--- src/rtl/mclk_ratio_gen.sv ---
module mclk_ratio_gen #(
  parameter int MULT_W    = 3,
  parameter int MAX_SHIFT = 4
) (
  input  logic              clk,
  input  logic              rst_n,
  input  logic              fam384,
  input  logic [MULT_W-1:0] ratio_code,
  input  logic              run,
  input  logic              gate,
  output logic              mclk_out,
  output logic              ratio_bad
);
  localparam int CNT_W = MAX_SHIFT;

  logic [MULT_W-1:0] top_code, shift_req;
  logic [CNT_W-1:0]  last_req, last_q, cnt;
  logic              active, mclk_q, enable;

  assign top_code  = fam384 ? MULT_W'(MAX_SHIFT - 1) : MULT_W'(MAX_SHIFT);
  assign ratio_bad = ratio_code > top_code;
  assign shift_req = top_code - ratio_code;
  assign last_req  = {CNT_W{1'b1}} >> (MULT_W'(MAX_SHIFT) - shift_req);
  assign enable    = run & ~gate;
  assign mclk_out  = mclk_q;

  always_ff @(posedge clk) begin
    if (!rst_n) begin
      active <= 1'b0;
      mclk_q <= 1'b0;
      cnt    <= '0;
      last_q <= '0;
    end else if (!active) begin
      cnt <= '0;
      if (enable && !ratio_bad) begin
        active <= 1'b1;
        mclk_q <= 1'b1;
        last_q <= last_req;
      end
    end else if (cnt == last_q) begin
      cnt <= '0;
      if (mclk_q) begin
        mclk_q <= 1'b0;
      end else if (!enable) begin
        active <= 1'b0;
      end else begin
        mclk_q <= 1'b1;
        if (!ratio_bad) last_q <= last_req;
      end
    end else begin
      cnt <= cnt + 1'b1;
    end
  end

  a_r1_idle_low: assert property (@(posedge clk) disable iff (!rst_n)
    !active |-> !mclk_q);

  a_r4_flag_range: assert property (@(posedge clk) disable iff (!rst_n)
    ratio_bad |-> (ratio_code >= MULT_W'(MAX_SHIFT)));

  a_r6_cnt_bound: assert property (@(posedge clk) disable iff (!rst_n)
    active |-> (cnt <= last_q));

  a_r7_hold_ratio: assert property (@(posedge clk) disable iff (!rst_n)
    (active && $past(active) && !$rose(mclk_q)) |-> $stable(last_q));

  a_r8_start: assert property (@(posedge clk) disable iff (!rst_n)
    (!active && enable && !ratio_bad) |=> (active && mclk_q));

  a_r5_no_bad_start: assert property (@(posedge clk) disable iff (!rst_n)
    (!active && ratio_bad) |=> !mclk_q);
endmodule

--- config.mk ---
export PLATFORM = sky130hd
export DESIGN_NAME = mclk_ratio_gen
export DESIGN_NICKNAME = d
export VERILOG_FILES = /design/src/rtl/mclk_ratio_gen.sv
export SDC_FILE = /design/constraint.sdc
export NUM_CORES = 1
export LEC_CHECK = 0
export BUFFER_PORTS_ARGS = -buffer_cell sky130_fd_sc_hd__buf_4
export CAP_MARGIN = 30
export CORE_UTILIZATION = 35
export CTS_BUF_LIST = sky130_fd_sc_hd__clkbuf_2
export CTS_CLUSTER_SIZE = 8
export DETAILED_ROUTE_END_ITERATION = 12
export GPL_ROUTABILITY_DRIVEN = 1
export PLACE_DENSITY_LB_ADDON = 0.25
export SYNTH_ARGS = -nofsm -noshare
export SYNTH_HDL_FRONTEND = slang
export SYNTH_SLANG_ARGS = --single-unit
--- constraint.sdc ---
create_clock -name clk -period 2.65 [get_ports clk]
set_input_delay 0 -clock clk [delete_from_list [all_inputs] [get_ports clk]]
set_output_delay 0 -clock clk [all_outputs]
set_load 0.1 [all_outputs]
==> results.json, run 1 <==
{
  "cts_buffers": 3,
  "critPathKind": "flop to flop",
  "dr.first_iter.drc_count": 11,
  "synth_area_um2": 609.3,
  "synth_cell_types": 25,
  "rsz0062_at_grt": "no",
  "portBuffers": 9,
  "wire_per_inst_um": 10.71,
  "ys_ff_latch": 10,
  "fmax_ghz": 0.6690,
  "p_per_area_nw_per_um2": 485.7,
  "status": "finished, violations left",
  "coreArea_um2": 1559,
  "avgSynthCellArea_um2": 9.521,
  "htreeDepth": 1,
  "grt.total_usage": 0.1343,
  "synth.net_count": 78,
  "place_area_um2": 700.7,
  "cts.sinks": 10,
  "die_area_um2": 1912,
  "via_per_inst": 4.870,
  "drtAntennaViolNets": 0,
  "reg2reg_setup_slack_ns": 1.16,
  "hold_class": "input port to flop",
  "worst_pin_slew_ns": 0.3393,
  "num_io_pins": 10,
  "crit_end": "last_q[0]",
  "violations": "DRC",
  "overflow": 0,
  "clk_latency_ns": 0.25,
  "vias": 448,
  "skew_ns": 0.01711,
  "die_w_um": 43.73,
  "cts_hold_buf": 0,
  "dp_hpwl_um": 825.4,
  "path_max_fanout": 5,
  "cts_resized": 0,
  "n_antenna_cell": 0,
  "worstSetupPathDepth": 4,
  "layout_common_cells": "10 x dfxtp_1, 9 x buf_4, 7 x inv_1",
  "final_common_cell": "dfxtp_1",
  "drc": 1,
  "end_kind": "flop",
  "start_util": 0.3909,
  "r2r_end": "last_q[0]",
  "setup_tns_ns": 0,
  "seq_area_frac_synth": 0.3285,
  "nets": 91,
  "reg2reg_depth": 4,
  "grt_pass1_vias": 437,
  "crit_path_start": "cnt[2]",
  "antenna_found_initial": 0,
  "slowest_delay_ns": 0.42,
  "place_congestion": 0.7798,
  "routed_wl_um": 985,
  "max-slew-margin-rel": 0.7731,
  "die_h_um": 43.73,
  "drive_above_1_share": 0.2500,
  "clockBufferDepth": 2,
  "first_pass_iters": 8,
  "area_growth_pct": 18.07,
  "setup_violations": 0,
  "cp_cell_sequence": "xnor2_1 > nand4_2 > a211oi_4 > mux2i_1",
  "ys_warn_count": 0,
  "fin_crit_sh": 0.5641,
  "ir_worst_vdd_v": 0.0002833,
  "fp-row-count": 14,
  "root_buffer": "clkbuf_2",
  "reg2reg_from": "cnt[2]",
  "path_clk_slew_ns": 0.11,
  "arrival_ns": 1.66,
  "post-cts-setup-buffer-count": 0,
  "cp_top_family": "compound AO/OA/AOI/OAI gates",
  "slew_violations": 0,
  "finalInstanceArea_um2": 719.4,
  "netlist_instances": 64,
  "cp_slowest_cell": "a211oi_4",
  "hp-start": "rst_n",
  "p_leak_nw": 0.2880,
  "hold_violations": 0,
  "period_needed_ns": 1.495,
  "grt_pass1_wl_mm": 1.828,
  "required_ns": 2.82,
  "grt_max_degree": 10,
  "cap_violations": 0,
  "cts_tree": "built",
  "cp-start-kind": "flop",
  "path_buf_inv": 0
}
==> sequential cells by signal (all words and copies together), names as in the netlist <==
name and flops:
mclk_out 1, last_q 4, active 1, cnt 4
==> worst min-delay path: cells and delay by family <==
family          cells  cell delay (ns)
compound gates      1             0.04
buf+inv             2             0.21
==> worst min-delay path by stage <==
stage,to,cells past startpoint
after global routing,last_q[3],3
final,mclk_out,3
after CTS,mclk_out,3
after global placement,mclk_out,3
after floorplan,active,3
after detailed placement,mclk_out,3
==> metal layers <==
layer / track usage / part of all wire
met5: 0 / 0
met4: 0.01875 / 0
met3: 0.07500 / 0.055
met2: 0.2000 / 0.44
met1: 0.1745 / 0.50
==> Yosys cell counts <==
library cell	count	area, um^2
xor2_1	2	17.52
or4_1	1	7.510
nand4b_1	1	8.760
nand2_1	5	18.77
nand4_2	1	12.51
xnor2_1	3	26.28
a32oi_1	1	8.760
inv_1	7	26.28
mux2i_1	4	40.04
nand3_1	3	15.01
or2_2	2	12.51
ha_1	5	62.56
nand3b_1	1	7.510
o21ai_0	2	10.01
nand2b_1	3	18.77
or3_1	1	6.260
nor2_1	4	15.01
dfxtp_1	10	200.2
a21o_1	1	7.510
a31oi_1	1	6.260
fa_1	1	20.02
buf_1	1	3.750
a211oi_4	1	20.02
a21oi_1	1	5.000
xnor2_2	2	32.53
==> stage by stage <==
stage          hold slack (ns)  setup slack [ns]  instances    util  power (mW)
3_5_place_dp            0.3165             1.025         88  0.4494      0.2717
2_1_floorplan           0.3080            0.7487         64       -      0.2468
5_1_grt                0.01437             1.030         92  0.4615      0.3756
6_report               0.04015             1.155         92  0.4615      0.3494
4_1_cts                0.03008             1.138         92  0.4615      0.3545
3_3_place_gp            0.3147             1.033         88  0.4494      0.2716
==> cells by family (layout without fill, tap and decap cells) <==
| family | Yosys count | after routing | synth area share |
|---|---|---|---|
| AND/OR/NAND/NOR | 22 | 22 | 0.2012 |
| flip-flops | 10 | 10 | 0.3285 |
| buffers and inverters | 8 | 20 | 0.04928 |
| AO/OA/AOI/OAI | 7 | 7 | 0.09446 |
| XOR/XNOR | 7 | 7 | 0.1253 |
| adder cells (fa/ha/maj) | 6 | 6 | 0.1355 |
| multiplexers | 4 | 4 | 0.06571 |
==> where the power goes <==
group / switching, mW / internal, mW
Clock: 0.0496 / 0.0328
Combinational: 0.0647 / 0.0399
Sequential: 0.00626 / 0.156
==> final cells by class <==
class                           count  area (um^2)
Fill cell                         153        839.6
Multi-Input combinational cell     46        386.6
Sequential cell                    10        200.2
Timing Repair Buffer                9        67.56
Inverter                            7        26.28
Tap cell                           16        20.02
Clock buffer                        3        15.01
Clock inverter                      1        3.754
Note: power is estimated with default switching activity, not from simulation.
==> run 2: changes to the inputs <==
- clock period: 2.65 -> 1.3 ns (I/O delays scaled with it)
==> results.json, run 2 (synthesized netlist as in run 1, its figures left out) <==
{
  "hold-path-endpoint": "last_q[2]",
  "antenna_found_initial": 0,
  "hold_class": "input port to flop",
  "setup_ws_ns": -0.08717,
  "place_inst": 100,
  "slew_violations": 0,
  "wire_per_inst_um": 10.69,
  "setup_violations": 5,
  "skew_ns": 0.008889,
  "portBuffers": 9,
  "grt.total_usage": 0.1594,
  "critPathKind": "flop to flop",
  "nets": 103,
  "die_area_um2": 1912,
  "overflow": 0,
  "root_buffer": "clkbuf_2",
  "cts_tree": "built",
  "n_antenna_cell": 0,
  "path_max_fanout": 4,
  "final_common_cell": "buf_4",
  "hold_violations": 0,
  "routed_wl_mm": 1.112,
  "grt_pass1_wl_mm": 2.194,
  "cts_buffers": 3,
  "drive_above_1_share": 0.4773,
  "clockBufferDepth": 2,
  "top_regs": "cnt: 4 flops, last_q: 4 flops",
  "fin_crit_sh": 1.067,
  "layout_common_cells": "19 x buf_4, 6 x inv_1, 5 x nand2_1, 5 x dfxtp_1, 5 x dfxtp_2",
  "grt_pass1_vias": 522,
  "drc": 1,
  "hold_path_depth": 3,
  "first_pass_iters": 7,
  "worst_pin_slew_ns": 0.3289,
  "reg2reg_setup_slack_ns": -0.09,
  "grt_max_degree": 10,
  "post-cts-setup-buffer-count": 0,
  "r2r_end": "last_q[3]",
  "dp_hpwl_um": 923.9,
  "start_util": 0.3909,
  "place_area_um2": 842.1,
  "fp-row-count": 14,
  "arrival_ns": 1.57,
  "finalInstanceArea_um2": 905.9,
  "required_ns": 1.48,
  "via_per_inst": 4.769,
  "ir_worst_vdd_v": 0.0004700,
  "die_h_um": 43.73,
  "status": "finished, violations left",
  "cp-start-kind": "flop",
  "drtAntennaViolNets": 0,
  "pre_cts_slack_ns": -0.2409,
  "htreeDepth": 1,
  "reg2reg_from": "last_q[2]",
  "p_per_area_nw_per_um2": 899.3,
  "end_kind": "flop",
  "rsz0062_at_grt": "yes",
  "vias": 496,
  "num_io_pins": 10,
  "clk_latency_ns": 0.25,
  "path_clk_slew_ns": 0.10,
  "reg2reg_depth": 4,
  "p_leak_nw": 0.3650,
  "fmax_ghz": 0.7209,
  "hp-start": "rst_n",
  "max-slew-margin-rel": 0.7800,
  "coreArea_um2": 1559,
  "cap_violations": 0,
  "place_congestion": 0.7471,
  "cts_hold_buf": 0,
  "area_growth_pct": 48.67,
  "cts.sinks": 10,
  "dr.first_iter.drc_count": 4,
  "die_w_um": 43.73,
  "final_cell_count_no_fill": 104,
  "violations": "DRC, setup timing",
  "period_needed_ns": 1.387
}
## run 2: timing repair
item,CTS,global route
cloned,0,0
setup endpoints to repair,7,7
pin swaps,4,4
resized for setup,8,4
## run 2: worst max-delay path by stage
stage / from / endpoint / slack (ns)
after floorplan: fam384 / active / -0.23
after global placement: fam384 / last_q[2] / -0.20
after detailed placement: fam384 / last_q[2] / -0.24
after CTS: cnt[2] / last_q[3] / -0.09
after global routing: cnt[0] / last_q[3] / -0.18
final: last_q[2] / last_q[3] / -0.09
## run 2: routing by layer
layer	track usage	vias up	routed length, um
met1	0.2109	226	513
met4	0.01875	0	0
li1	-	263	-
met5	0	-	0
met2	0.2448	7	543
met3	0.07500	0	55
## run 2: worst max-delay path, cell delays in order (launching register included)
cell      delay [ns]
dfxtp_2         0.35
xnor2_2         0.21
nand4_4         0.14
a211oi_4        0.39
mux2i_1         0.22
## run 2: area by class of cell
type	count	area, um^2
clock buffer	3	15.01
clock inverter	1	3.754
fill	139	653.1
inverter	7	33.78
multi-input combinational	46	452.9
sequential	10	206.4
tap	16	20.02
timing repair buffer	21	173.9
## run 2: metrics by stage
stage / TNS, ns / hold slack (ns) / utilization / total power [mW]
2_1_floorplan: -1.219 / 0.3231 / - / 0.5244
3_3_place_gp: -0.9254 / 0.3199 / 0.5401 / 0.6248
3_5_place_dp: -0.9898 / 0.3247 / 0.5401 / 0.6271
4_1_cts: -0.3460 / 0.03014 / 0.5690 / 0.8115
5_1_grt: -0.8018 / 0.01919 / 0.5811 / 0.8804
6_report: -0.3395 / 0.04338 / 0.5811 / 0.8146
## run 2: power by group
group          internal (mW)  switching [mW]  leakage, nW
sequential             0.320          0.0108       0.0834
clock                 0.0668           0.104       0.0140
combinational          0.153           0.160        0.268
total                  0.540           0.275        0.365
